**config.mk**
```make
export PLATFORM = sky130hd
export DESIGN_NAME = kslot_cfg_regs
export DESIGN_NICKNAME = d
export VERILOG_FILES = /design/src/rtl/kslot_pkg.sv /design/src/rtl/kslot_decode.sv /design/src/rtl/kslot_entry.sv /design/src/rtl/kslot_cfg_regs.sv
export SDC_FILE = /design/constraint.sdc
export NUM_CORES = 2
export LEC_CHECK = 0
export CELL_PAD_IN_SITES_DETAIL_PLACEMENT = 1
export CELL_PAD_IN_SITES_GLOBAL_PLACEMENT = 2
export CORE_AREA = 4 4 472 474
export DETAILED_ROUTE_END_ITERATION = 8
export DIE_AREA = 0 0 476 478
export HOLD_SLACK_MARGIN = 0.15
export PLACE_DENSITY_LB_ADDON = 0.1
export SYNTH_ARGS = -nofsm -noshare
export SYNTH_HDL_FRONTEND = slang
export SYNTH_SLANG_ARGS = --single-unit
```
**constraint.sdc**
```tcl
create_clock -name clk -period 6.55 [get_ports clk]
set_input_delay 0.9825 -clock clk [delete_from_list [all_inputs] [get_ports clk]]
set_output_delay 0.9825 -clock clk [all_outputs]
set_load 0.02 [all_outputs]
```
**src/rtl/kslot_pkg.sv**
```systemverilog
package kslot_pkg;
   localparam int KEY_DWORDS = 16;
   localparam int CTL_DW     = 16;
   localparam int VND_DW     = 17;
   localparam int SLOT_BYTES = 128;
   localparam int IDX_W      = 8;
   localparam int KEY_BITS   = KEY_DWORDS * 32;

   typedef struct packed {
      logic       en;
      logic [7:0] cap;
      logic [7:0] dus;
   } slot_ctl_t;

   function automatic logic [31:0] ctl_word(input slot_ctl_t c);
      return {c.en, 15'b0, c.cap, c.dus};
   endfunction
endpackage

```
**src/rtl/kslot_decode.sv**
```systemverilog
module kslot_decode #(
   parameter int ADDR_W    = 12,
   parameter int NUM_SLOTS = 4,
   parameter int NUM_CAPS  = 2,
   parameter int BASE      = 512
) (
   input  logic [ADDR_W-1:0]    addr,
   output logic                 capword_hit,
   output logic                 capent_hit,
   output logic [7:0]           capent_idx,
   output logic [NUM_SLOTS-1:0] slot_sel,
   output logic [4:0]           slot_dw
);
   localparam int unsigned LIMIT = BASE + NUM_SLOTS * kslot_pkg::SLOT_BYTES;

   int unsigned a;
   int unsigned word;
   int unsigned rel;
   logic        in_arr;

   always_comb begin
      a           = 32'(addr);
      word        = a >> 2;
      capword_hit = (word == 0);
      capent_hit  = (word >= 1) && (word <= NUM_CAPS);
      capent_idx  = 8'(word - 1);
      in_arr      = (a >= BASE) && (a < LIMIT);
      rel         = a - BASE;
      slot_dw     = 5'(rel >> 2);
   end

   for (genvar g = 0; g < NUM_SLOTS; g++) begin : g_sel
      assign slot_sel[g] = in_arr && ((rel >> 7) == g);
   end
endmodule

```
**src/rtl/kslot_entry.sv**
```systemverilog
module kslot_entry
   import kslot_pkg::*;
(
   input  logic                  clk,
   input  logic                  rst_n,
   input  logic                  sel,
   input  logic                  wr,
   input  logic [4:0]            dw,
   input  logic [31:0]           wdata,
   output logic [KEY_BITS-1:0]   key_o,
   output slot_ctl_t             ctl_o,
   output logic [31:0]           rdata_o,
   output logic                  reject_o
);
   logic [KEY_DWORDS-1:0][31:0] key_q;
   logic [KEY_DWORDS-1:0]       seen_q;
   slot_ctl_t                   ctl_q;
   logic [31:0]                 vnd_q;
   logic                        key_we, ctl_we, vnd_we;
   logic                        unused_bits;

   assign key_we      = sel && wr && (dw < 5'(KEY_DWORDS));
   assign ctl_we      = sel && wr && (dw == 5'(CTL_DW));
   assign vnd_we      = sel && wr && (dw == 5'(VND_DW));
   assign unused_bits = ^wdata[30:16];

   always_ff @(posedge clk or negedge rst_n) begin
      if (!rst_n) begin
         key_q  <= '0;
         seen_q <= '0;
         ctl_q  <= '0;
         vnd_q  <= '0;
      end else begin
         if (key_we) begin
            key_q[dw[3:0]]  <= wdata;
            seen_q[dw[3:0]] <= 1'b1;
            ctl_q.en        <= 1'b0;
         end
         if (ctl_we) begin
            ctl_q.dus <= wdata[7:0];
            ctl_q.cap <= wdata[15:8];
            ctl_q.en  <= wdata[31] && (&seen_q);
            seen_q    <= '0;
         end
         if (vnd_we) vnd_q <= wdata;
      end
   end

   assign reject_o = ctl_we && wdata[31] && !(&seen_q);
   assign key_o    = key_q;
   assign ctl_o    = ctl_q;

   always_comb begin
      rdata_o = '0;
      if (sel && dw == 5'(CTL_DW)) rdata_o = ctl_word(ctl_q);
      if (sel && dw == 5'(VND_DW)) rdata_o = vnd_q;
   end


   en_rise_chk: assert property (@(posedge clk) disable iff (!rst_n)
      $rose(ctl_q.en) |-> $past(ctl_we && wdata[31] && (&seen_q)));

   key_drop_chk: assert property (@(posedge clk) disable iff (!rst_n)
      key_we |=> !ctl_q.en);

   key_hidden_chk: assert property (@(posedge clk) disable iff (!rst_n)
      (sel && dw < 5'(KEY_DWORDS)) |-> (rdata_o == '0));
endmodule

```
**src/rtl/kslot_cfg_regs.sv**
```systemverilog
module kslot_cfg_regs
   import kslot_pkg::*;
#(
   parameter int                      ADDR_W    = 12,
   parameter int                      NUM_SLOTS = 4,
   parameter int                      NUM_CAPS  = 2,
   parameter logic [7:0]              ARRAY_PTR = 8'h02,
   parameter logic [NUM_CAPS*32-1:0]  CAP_TABLE = 64'h0001_0102_0003_0800
) (
   input  logic                 clk,
   input  logic                 rst_n,
   input  logic                 bus_wr,
   input  logic [ADDR_W-1:0]    bus_addr,
   input  logic [31:0]          bus_wdata,
   output logic [31:0]          bus_rdata,
   input  logic [IDX_W-1:0]     lk_slot,
   output logic                 lk_valid,
   output logic [KEY_BITS-1:0]  lk_key,
   output logic [7:0]           lk_dus,
   output logic [7:0]           lk_cap,
   output logic                 seq_err
);
   localparam int BASE  = int'(ARRAY_PTR) * 256;
   localparam int LIMIT = BASE + NUM_SLOTS * SLOT_BYTES;

   if (NUM_SLOTS < 1 || NUM_SLOTS > 256) begin : g_bad_slots
      $error("NUM_SLOTS must lie in 1..256");
   end
   if (NUM_CAPS < 1 || NUM_CAPS > 255) begin : g_bad_caps
      $error("NUM_CAPS must lie in 1..255");
   end
   if (BASE < 4 * (NUM_CAPS + 1)) begin : g_overlap
      $error("slot array overlaps the capability table");
   end
   if (LIMIT > (1 << ADDR_W)) begin : g_range
      $error("slot array does not fit in the address space");
   end

   logic                 capword_hit, capent_hit;
   logic [7:0]           capent_idx;
   logic [NUM_SLOTS-1:0] slot_sel;
   logic [4:0]           slot_dw;
   logic [NUM_SLOTS-1:0] reject;
   logic [KEY_BITS-1:0]  key_arr [NUM_SLOTS];
   slot_ctl_t            ctl_arr [NUM_SLOTS];
   logic [31:0]          rd_arr  [NUM_SLOTS];
   logic                 seq_err_q;

   kslot_decode #(
      .ADDR_W(ADDR_W), .NUM_SLOTS(NUM_SLOTS), .NUM_CAPS(NUM_CAPS), .BASE(BASE)
   ) u_dec (
      .addr(bus_addr), .capword_hit(capword_hit), .capent_hit(capent_hit),
      .capent_idx(capent_idx), .slot_sel(slot_sel), .slot_dw(slot_dw)
   );

   for (genvar s = 0; s < NUM_SLOTS; s++) begin : g_slot
      kslot_entry u_ent (
         .clk(clk), .rst_n(rst_n), .sel(slot_sel[s]), .wr(bus_wr),
         .dw(slot_dw), .wdata(bus_wdata), .key_o(key_arr[s]),
         .ctl_o(ctl_arr[s]), .rdata_o(rd_arr[s]), .reject_o(reject[s])
      );
   end

   always_ff @(posedge clk or negedge rst_n) begin
      if (!rst_n) seq_err_q <= 1'b0;
      else        seq_err_q <= seq_err_q | (|reject);
   end
   assign seq_err = seq_err_q;

   always_comb begin
      bus_rdata = '0;
      if (capword_hit)
         bus_rdata = {ARRAY_PTR, 8'h00, 8'(NUM_SLOTS - 1), 8'(NUM_CAPS)};
      else if (capent_hit)
         bus_rdata = CAP_TABLE[32 * 32'(capent_idx) +: 32];
      else
         for (int s = 0; s < NUM_SLOTS; s++) bus_rdata = bus_rdata | rd_arr[s];
   end

   always_comb begin
      lk_valid = 1'b0;
      lk_key   = '0;
      lk_dus   = '0;
      lk_cap   = '0;
      for (int s = 0; s < NUM_SLOTS; s++) begin
         if (32'(lk_slot) == s) begin
            lk_valid = ctl_arr[s].en;
            lk_key   = key_arr[s];
            lk_dus   = ctl_arr[s].dus;
            lk_cap   = ctl_arr[s].cap;
         end
      end
   end


   slot_sel_chk: assert property (@(posedge clk) disable iff (!rst_n)
      $onehot0(slot_sel));

   err_sticky_chk: assert property (@(posedge clk) disable iff (!rst_n)
      seq_err |=> seq_err);

   err_cause_chk: assert property (@(posedge clk) disable iff (!rst_n)
      $rose(seq_err) |-> $past(|reject));

   always_comb begin
      if (rst_n && 32'(lk_slot) >= NUM_SLOTS)
         lk_range_chk: assert (!lk_valid && lk_key == '0 && lk_dus == '0 && lk_cap == '0);
   end
endmodule

```
# Yosys cells after proc, flatten, opt, wreduce, memory -nomap -nowiden
# Index checks and enable logic that the tools add are counted.
[classes] add_sub_neg=2 eq_ne=8 n_shift=1 n_reduce_logical=59 magnitude_cmp=7 bitwise_logic=8 muxes=50
[ops] cell="bitwise mux 512 bit" n=4
[ops] cell="2-to-1 mux 512 bit" n=4
[ops] cell="2-to-1 mux 32 bit" n=11
[ops] cell="demux 32 bit (select 4 bit)" n=1
[ops] cell="2-to-1 mux 16 bit" n=8
[ops] cell="bitwise OR 32 bit" n=3
[ops] cell="2-to-1 mux 17 bit" n=4
[ops] cell="logical NOT 32 bit" n=2
[ops] cell="2-to-1 mux 8 bit" n=8
[ops] cell="bitwise OR 16 bit" n=4
[ops] cell="AND reduction 16 bit" n=4
[ops] cell="variable part select 64 x 14 -> 32 bit (first input constant)" n=1
[ops] cell="== test 25 x 2 -> 1 bit (second input constant)" n=2
[ops] cell="logical AND 1 bit" n=43
[ops] cell="== test 25 x 1 -> 1 bit (second input constant)" n=1
[ops] cell="== test 8 x 2 -> 1 bit (second input constant)" n=2
[ops] cell="subtractor 12 x 10 -> 13 bit (second input constant)" n=1
[ops] cell=">= comparator 12 x 10 -> 1 bit (second input constant)" n=1
[ops] cell="< comparator 12 x 11 -> 1 bit (second input constant)" n=1
[ops] cell="== test 5 bit (second input constant)" n=2
[ops] cell=">= comparator 10 x 1 -> 1 bit (second input constant)" n=1
[ops] cell="<= comparator 10 x 2 -> 1 bit (second input constant)" n=1
[ops] cell="2-to-1 mux 1 bit" n=9
[ops] cell="== test 8 x 1 -> 1 bit (second input constant)" n=1
[ops] cell="10 further kinds" n=16
[totals] ff_bits=2309 in_bits=55 output_inout_bits=562 elab_cells=220

# Logic depth before layout (Yosys ltp)
[logic_depth] depth_word=11 ltp_mapped=11 depth_no_buf=7

# By module
# From an unflattened synthesis, not the netlist that was laid out.
[unflattened] hier_cells=6753 hier_area_um2=106041.7
[by_module_without_submodules] mod="kslot_entry (g_slot[1].u_ent ...)" seq_area_each_um2=14438.8 instances=3 area_per_inst_um2=22110.0 cells_per_inst=1334
[by_module_without_submodules] mod="kslot_entry (g_slot[0].u_ent)" seq_area_each_um2=14438.8 instances=1 area_per_inst_um2=22237.6 cells_per_inst=1330
[by_module_without_submodules] mod="kslot_cfg_regs" seq_area_each_um2=25.0 instances=1 area_per_inst_um2=17143.9 cells_per_inst=1374
[by_module_without_submodules] mod="kslot_decode" seq_area_each_um2=0.0 instances=1 area_per_inst_um2=330.3 cells_per_inst=47

# Worst setup path after synthesis
# Ideal clock, no wire load.
[synth_path] path_kind="input port to output port" from="input port bus_addr[2]" to="output port bus_rdata[10]" n_path_buf=3 arrival_ps=2981 path_stages=9 t_required_ps=5568 setup_slack_ps=2587 cell_sequence="inv_1 ha_1 buf_2 nor3b_4 a41oi_4 buf_4 nor4_4 buf_2 a22o_1"
[synth_between] elab_chain_cells=11 elab_cells_between_ends=41 cone_classes="add/sub: 2; order compare: 4; eq/ne: 5; shift: 1; mux: 10; bitwise: 3; reduce/logical: 16"
[synth_lines] item="start: declaration" line_no="kslot_cfg_regs.sv:13" text="input logic [ADDR_W-1:0] bus_addr,"
[synth_lines] item="subtractor 12 x 10 -> 13 bit (tied with other cells)" line_no="kslot_decode.sv:28" text="rel = a - BASE;"
[synth_lines] item="== test 25 x 1 -> 1 bit (tied with other cells)" line_no="kslot_decode.sv:33" text="assign slot_sel[g] = in_arr && ((rel >> 7) == g);"
[synth_lines] item="logical AND 1 bit" line_no="kslot_decode.sv:33"
[synth_lines] item="logical AND 1 bit" line_no="kslot_entry.sv:55" text="if (sel && dw == 5'(CTL_DW)) rdata_o = ctl_word(ctl_q);"
[synth_lines] item="2-to-1 mux 32 bit" line_no="kslot_entry.sv:55"
[synth_lines] item="2-to-1 mux 32 bit" line_no="kslot_entry.sv:56" text="if (sel && dw == 5'(VND_DW)) rdata_o = vnd_q;"
[synth_lines] item="bitwise OR 32 bit (3 in a row)" line_no="kslot_cfg_regs.sv:77" text="for (int s = 0; s < NUM_SLOTS; s++) bus_rdata = bus_rdata | rd_arr[s];"
[synth_lines] item="2-to-1 mux 32 bit" line_no="kslot_cfg_regs.sv:74" text="else if (capent_hit)"
[synth_lines] item="2-to-1 mux 32 bit (*)" line_no="kslot_cfg_regs.sv:72" text="if (capword_hit)"
[synth_lines] item="end: declaration" line_no="kslot_cfg_regs.sv:15" text="output logic [31:0] bus_rdata,"
# Mark *: on every way between the ends. The rest lies on a longest branch, timed or not.

# Worst setup path in the final report
[layout_path] from="input port bus_addr[2]" to="output port bus_rdata[11]"
# The elaborated chain is that of the path after synthesis.

==> metrics.md <==
| Metric | Value |
|---|---|
| First-pass GRT wire length | between 400,000 and 500,000 microns |
| Clk_lat worst skew | 0.86 ns |
| Row count | about 170 |
| CTS resizes | 0 |
| DIE AREA | ~0.23 sq mm |
| Sequential element share of the synthesized area | 55.3% |
| Share of post-route cells with drive strength above 1 | between 40% and 50% |
| GRT Total Usage | ~28% |
| HP Class | reg -> reg |
| Combinational power share | about 4.5% |
| Arrival @ worst endpoint | 4.59 ns |
| Post-CTS setup repair buffer count | 0 |
| Die width | between 400 and 500 microns |
| Routed Antenna Nets | 0 |
| Register share of total power | 49.2% |
| Vias in the first global route | 67,000 |
| Fmax | between 150 and 200 MHz |
| Min Clock Period, post-route | approximately 5.6 ns |
| Met3 wire length | roughly 16,000 microns |
| Post-route DRC | 0 |
| Hold Vio Cnt, Final | 0 |
| Clk_skew | 0.0212 ns |
| R2R depth | 5 |
| DR vias | around 61,000 |
| Detail Route met2 WL | roughly 150,000 microns |
| CP startpoint kind | primary input |
| Initial Utilization | a little under half |
| Main area contributors after synthesis | dfrtp_1, mux2_2, mux4_2 |
| # fillers | between 15,000 and 20,000 |
| Asr flop ratio synth | 100% |
| Final Cell Area | approximately 0.12 sq mm |
| Reg2Reg Setup Slack | approximately 4.4 ns |
| Number of synthesized flops with an enable pin | 0 |
| Synth top area share | 55.3% |
| PD cells | 241 mW/mm^2 |
| Worst-margin pin slew | about 1.3 ns |
| Initial antenna violation count | between 40 and 50 |
| Gpl congestion | a little under 0.8 |
| Slew Limit Fails | 0 |
| Yosys warns | 0 |
| Drt via density | approximately 6.0 |
| Count of input and output buffers | just over 600 |
| RSZ-0062 raised after global routing | no |
| First-pass DRT Iterations | 7 |
| Post-synth top area cell | dfrtp_1 |
| Routed WL per cell | around 31 microns |
| Main synth FF type | dfrtp_1 |
| M1 wire length | roughly 140,000 microns |
| Placed Cells | between 9,000 and 10,000 |
| FF-to-FF Start | g_slot[2].u_ent.seen_q[0] |
| Clock share of power | about 46% |
| Hold depth | 1 |
| Largest net degree at the start of global routing | 195 |
| Root buffer cell | clkbuf_16 |
| Outcome | finished, final reports clean |
| Area grow syn2layout | 16.5% |
| Commonest non-fill, non-tap cell in the layout | dfrtp_1 |
| Psw | around 6.7 mW |
| Nets | ~7,000 |
| Most frequent cells in the layout | dfrtp_1, mux2_2, mux4_2 |
| Synth Cell Area | 0.105 sq mm |
| Routed wire length | 321,000 microns |
| Syn Nets | a little under 7,000 |
| Cell Int Power | between 20 and 25 mW |
| H-tree Lvls | 4 |
| Hold_sp | g_slot[0].u_ent.key_o[281] |
| Placed instance area | around 0.11 sq mm |
| Yosys cell types | 45 |
| Hold-critical path endpoint | g_slot[0].u_ent.key_o[281] |
| Core footprint | about 0.22 sq mm |
| Leak Pwr | 59.7 nW |
| Flip-flop and latch count after synthesis | ~2,300 |
| Switching part of the total | 22.7% |
| Crit path max fanout | 17 |
| Req. time, crit path | about 5.6 ns |
| Hold-fix buffers, CTS | 1 |
| I/O pin total | just over 600 |
| Overflow after GRT | 0 |
| Syn Area/Cell | ~15 sq um |
| Detailed Place HPWL | 205,000 microns |
| Clock buffer depth | 3 |
| Final worst path period share | ~85% |
| Slew HR | roughly 15% |
| Die Ht | about 480 microns |
| Non-Filler Instances | 10,200 |
| Worst R2R End | seq_err |
| MaxCap Viol Count | 0 |
| Post-Syn Instances | ~6,800 |
| Crit path capture type | output port |
| Max Used Layer | met5 |
| Total CTS buffers | approximately 240 |
| Final Setup Violations | 0 |
| CTS sink cnt | approximately 2,300 |
| TritonCTS clock tree | built |
| Reg clk slew, reported paths | about 0.06 ns |
| 1st-iter DRT viols | 3,920 |
| WS Path Type | in -> out |
| Sum Neg Setup Slack | 0 ns |
| VDD IR max | approximately 0.00028 V |
==> critical path, stage by stage <==
cell	delay [ns]
clkdlybuf4s50_1	0.54
inv_1	0.17
ha_1	0.49
nor3b_4	0.49
a41oi_4	0.15
buf_4	0.27
nor4_4	0.24
buf_4	0.32
nand2_1	0.10
a31oi_1	0.19
clkdlybuf4s50_1	0.63
==> registers in the layout, indices dropped and copies added, names as in the netlist <==
signal               count
g_slot.u_ent.seen_q     64
g_slot.u_ent.ctl_o      68
g_slot.u_ent.key_o    2048
seq_err                  1
g_slot.u_ent.vnd_q     128
==> kinds of logic (layout without fill, tap and decap cells) <==
family	Yosys count	after routing	share of synthesized area (%)
AO/OA/AOI/OAI	40	40	0.291
XOR/XNOR	1	1	0.00838
adder cells (fa/ha/maj)	6	6	0.0718
buffers and inverters	741	1297	3.03
flip-flops	2309	2309	55.3
multiplexers	2821	2821	36.6
other	0	10	0
AND/OR/NAND/NOR	836	836	4.71
==> metrics by stage <==
step                setup slack (ns)  utilization [%]  total power, mW  hold slack (ns)
detailed placement              1.02             52.1             16.0            0.466
global route                   0.765             55.6             30.4            0.491
floorplan                       2.59                -             15.3            0.453
global placement                1.02             52.1             16.0            0.462
finish                         0.979             55.7             29.4            0.483
CTS                             1.02             55.6             29.7            0.441
==> layout make-up <==
class                      count  area, sq um  area share, %
multi-input combinational   3704        44000           36.2
clock inverter                65          691          0.567
timing repair buffer         848         8480           6.96
clock buffer                 372         7150           5.87
inverter                      12         45.0         0.0370
sequential                  2309        57800           47.4
antenna                       10         25.0         0.0205
tap                         2871         3590           2.95
==> synthesized netlist by cell type, types with 2 or more instances <==
master and instances:
a31oi_1 2, nor3_2 11, mux2i_1 3, buf_2 182, and2_1 12, a22o_1 14, mux4_2 578, buf_6 21
buf_1 85, nor4_2 4, and3_1 532, nor4bb_1 2, nor3_4 2, clkbuf_1 440, nand3_1 17, ha_1 6
nand4_1 20, mux2_1 148, o21ai_0 6, nor2b_1 5, dfrtp_1 2309, a21oi_1 9, nor4_1 4, nand2b_1 3
inv_1 12, nor4_4 8, nor2_1 161, nor3_1 5, nand2_1 46, mux2_2 2092
==> how the worst max path moves through the flow <==
stage / from / endpoint / slack, ns / cells past startpoint
after floorplan: bus_addr[2] / bus_rdata[10] / 2.59 / 9
after global placement: bus_addr[2] / bus_rdata[11] / 1.02 / 11
after detailed placement: bus_addr[2] / bus_rdata[11] / 1.02 / 11
after CTS: bus_addr[2] / bus_rdata[11] / 1.02 / 11
after global routing: bus_addr[2] / bus_rdata[11] / 0.77 / 11
final: bus_addr[2] / bus_rdata[11] / 0.98 / 11
==> per-layer routing <==
metal	track usage, %	vias up
met3	4.59	342
met2	46.0	1455
met1	40.1	34100
met5	0	-
li1	-	25500
met4	6.93	4
==> power groups by stage <==
stage | clock network [mW] | logic (mW) | registers [mW]
2_1_floorplan | 0 | 0.660 | 14.7
3_3_place_gp | 0 | 1.31 | 14.7
3_5_place_dp | 0 | 1.35 | 14.7
4_1_cts | 13.9 | 1.35 | 14.4
5_1_grt | 14.5 | 1.44 | 14.4
6_report | 13.6 | 1.32 | 14.4
(Power assumes the default switching activity.)
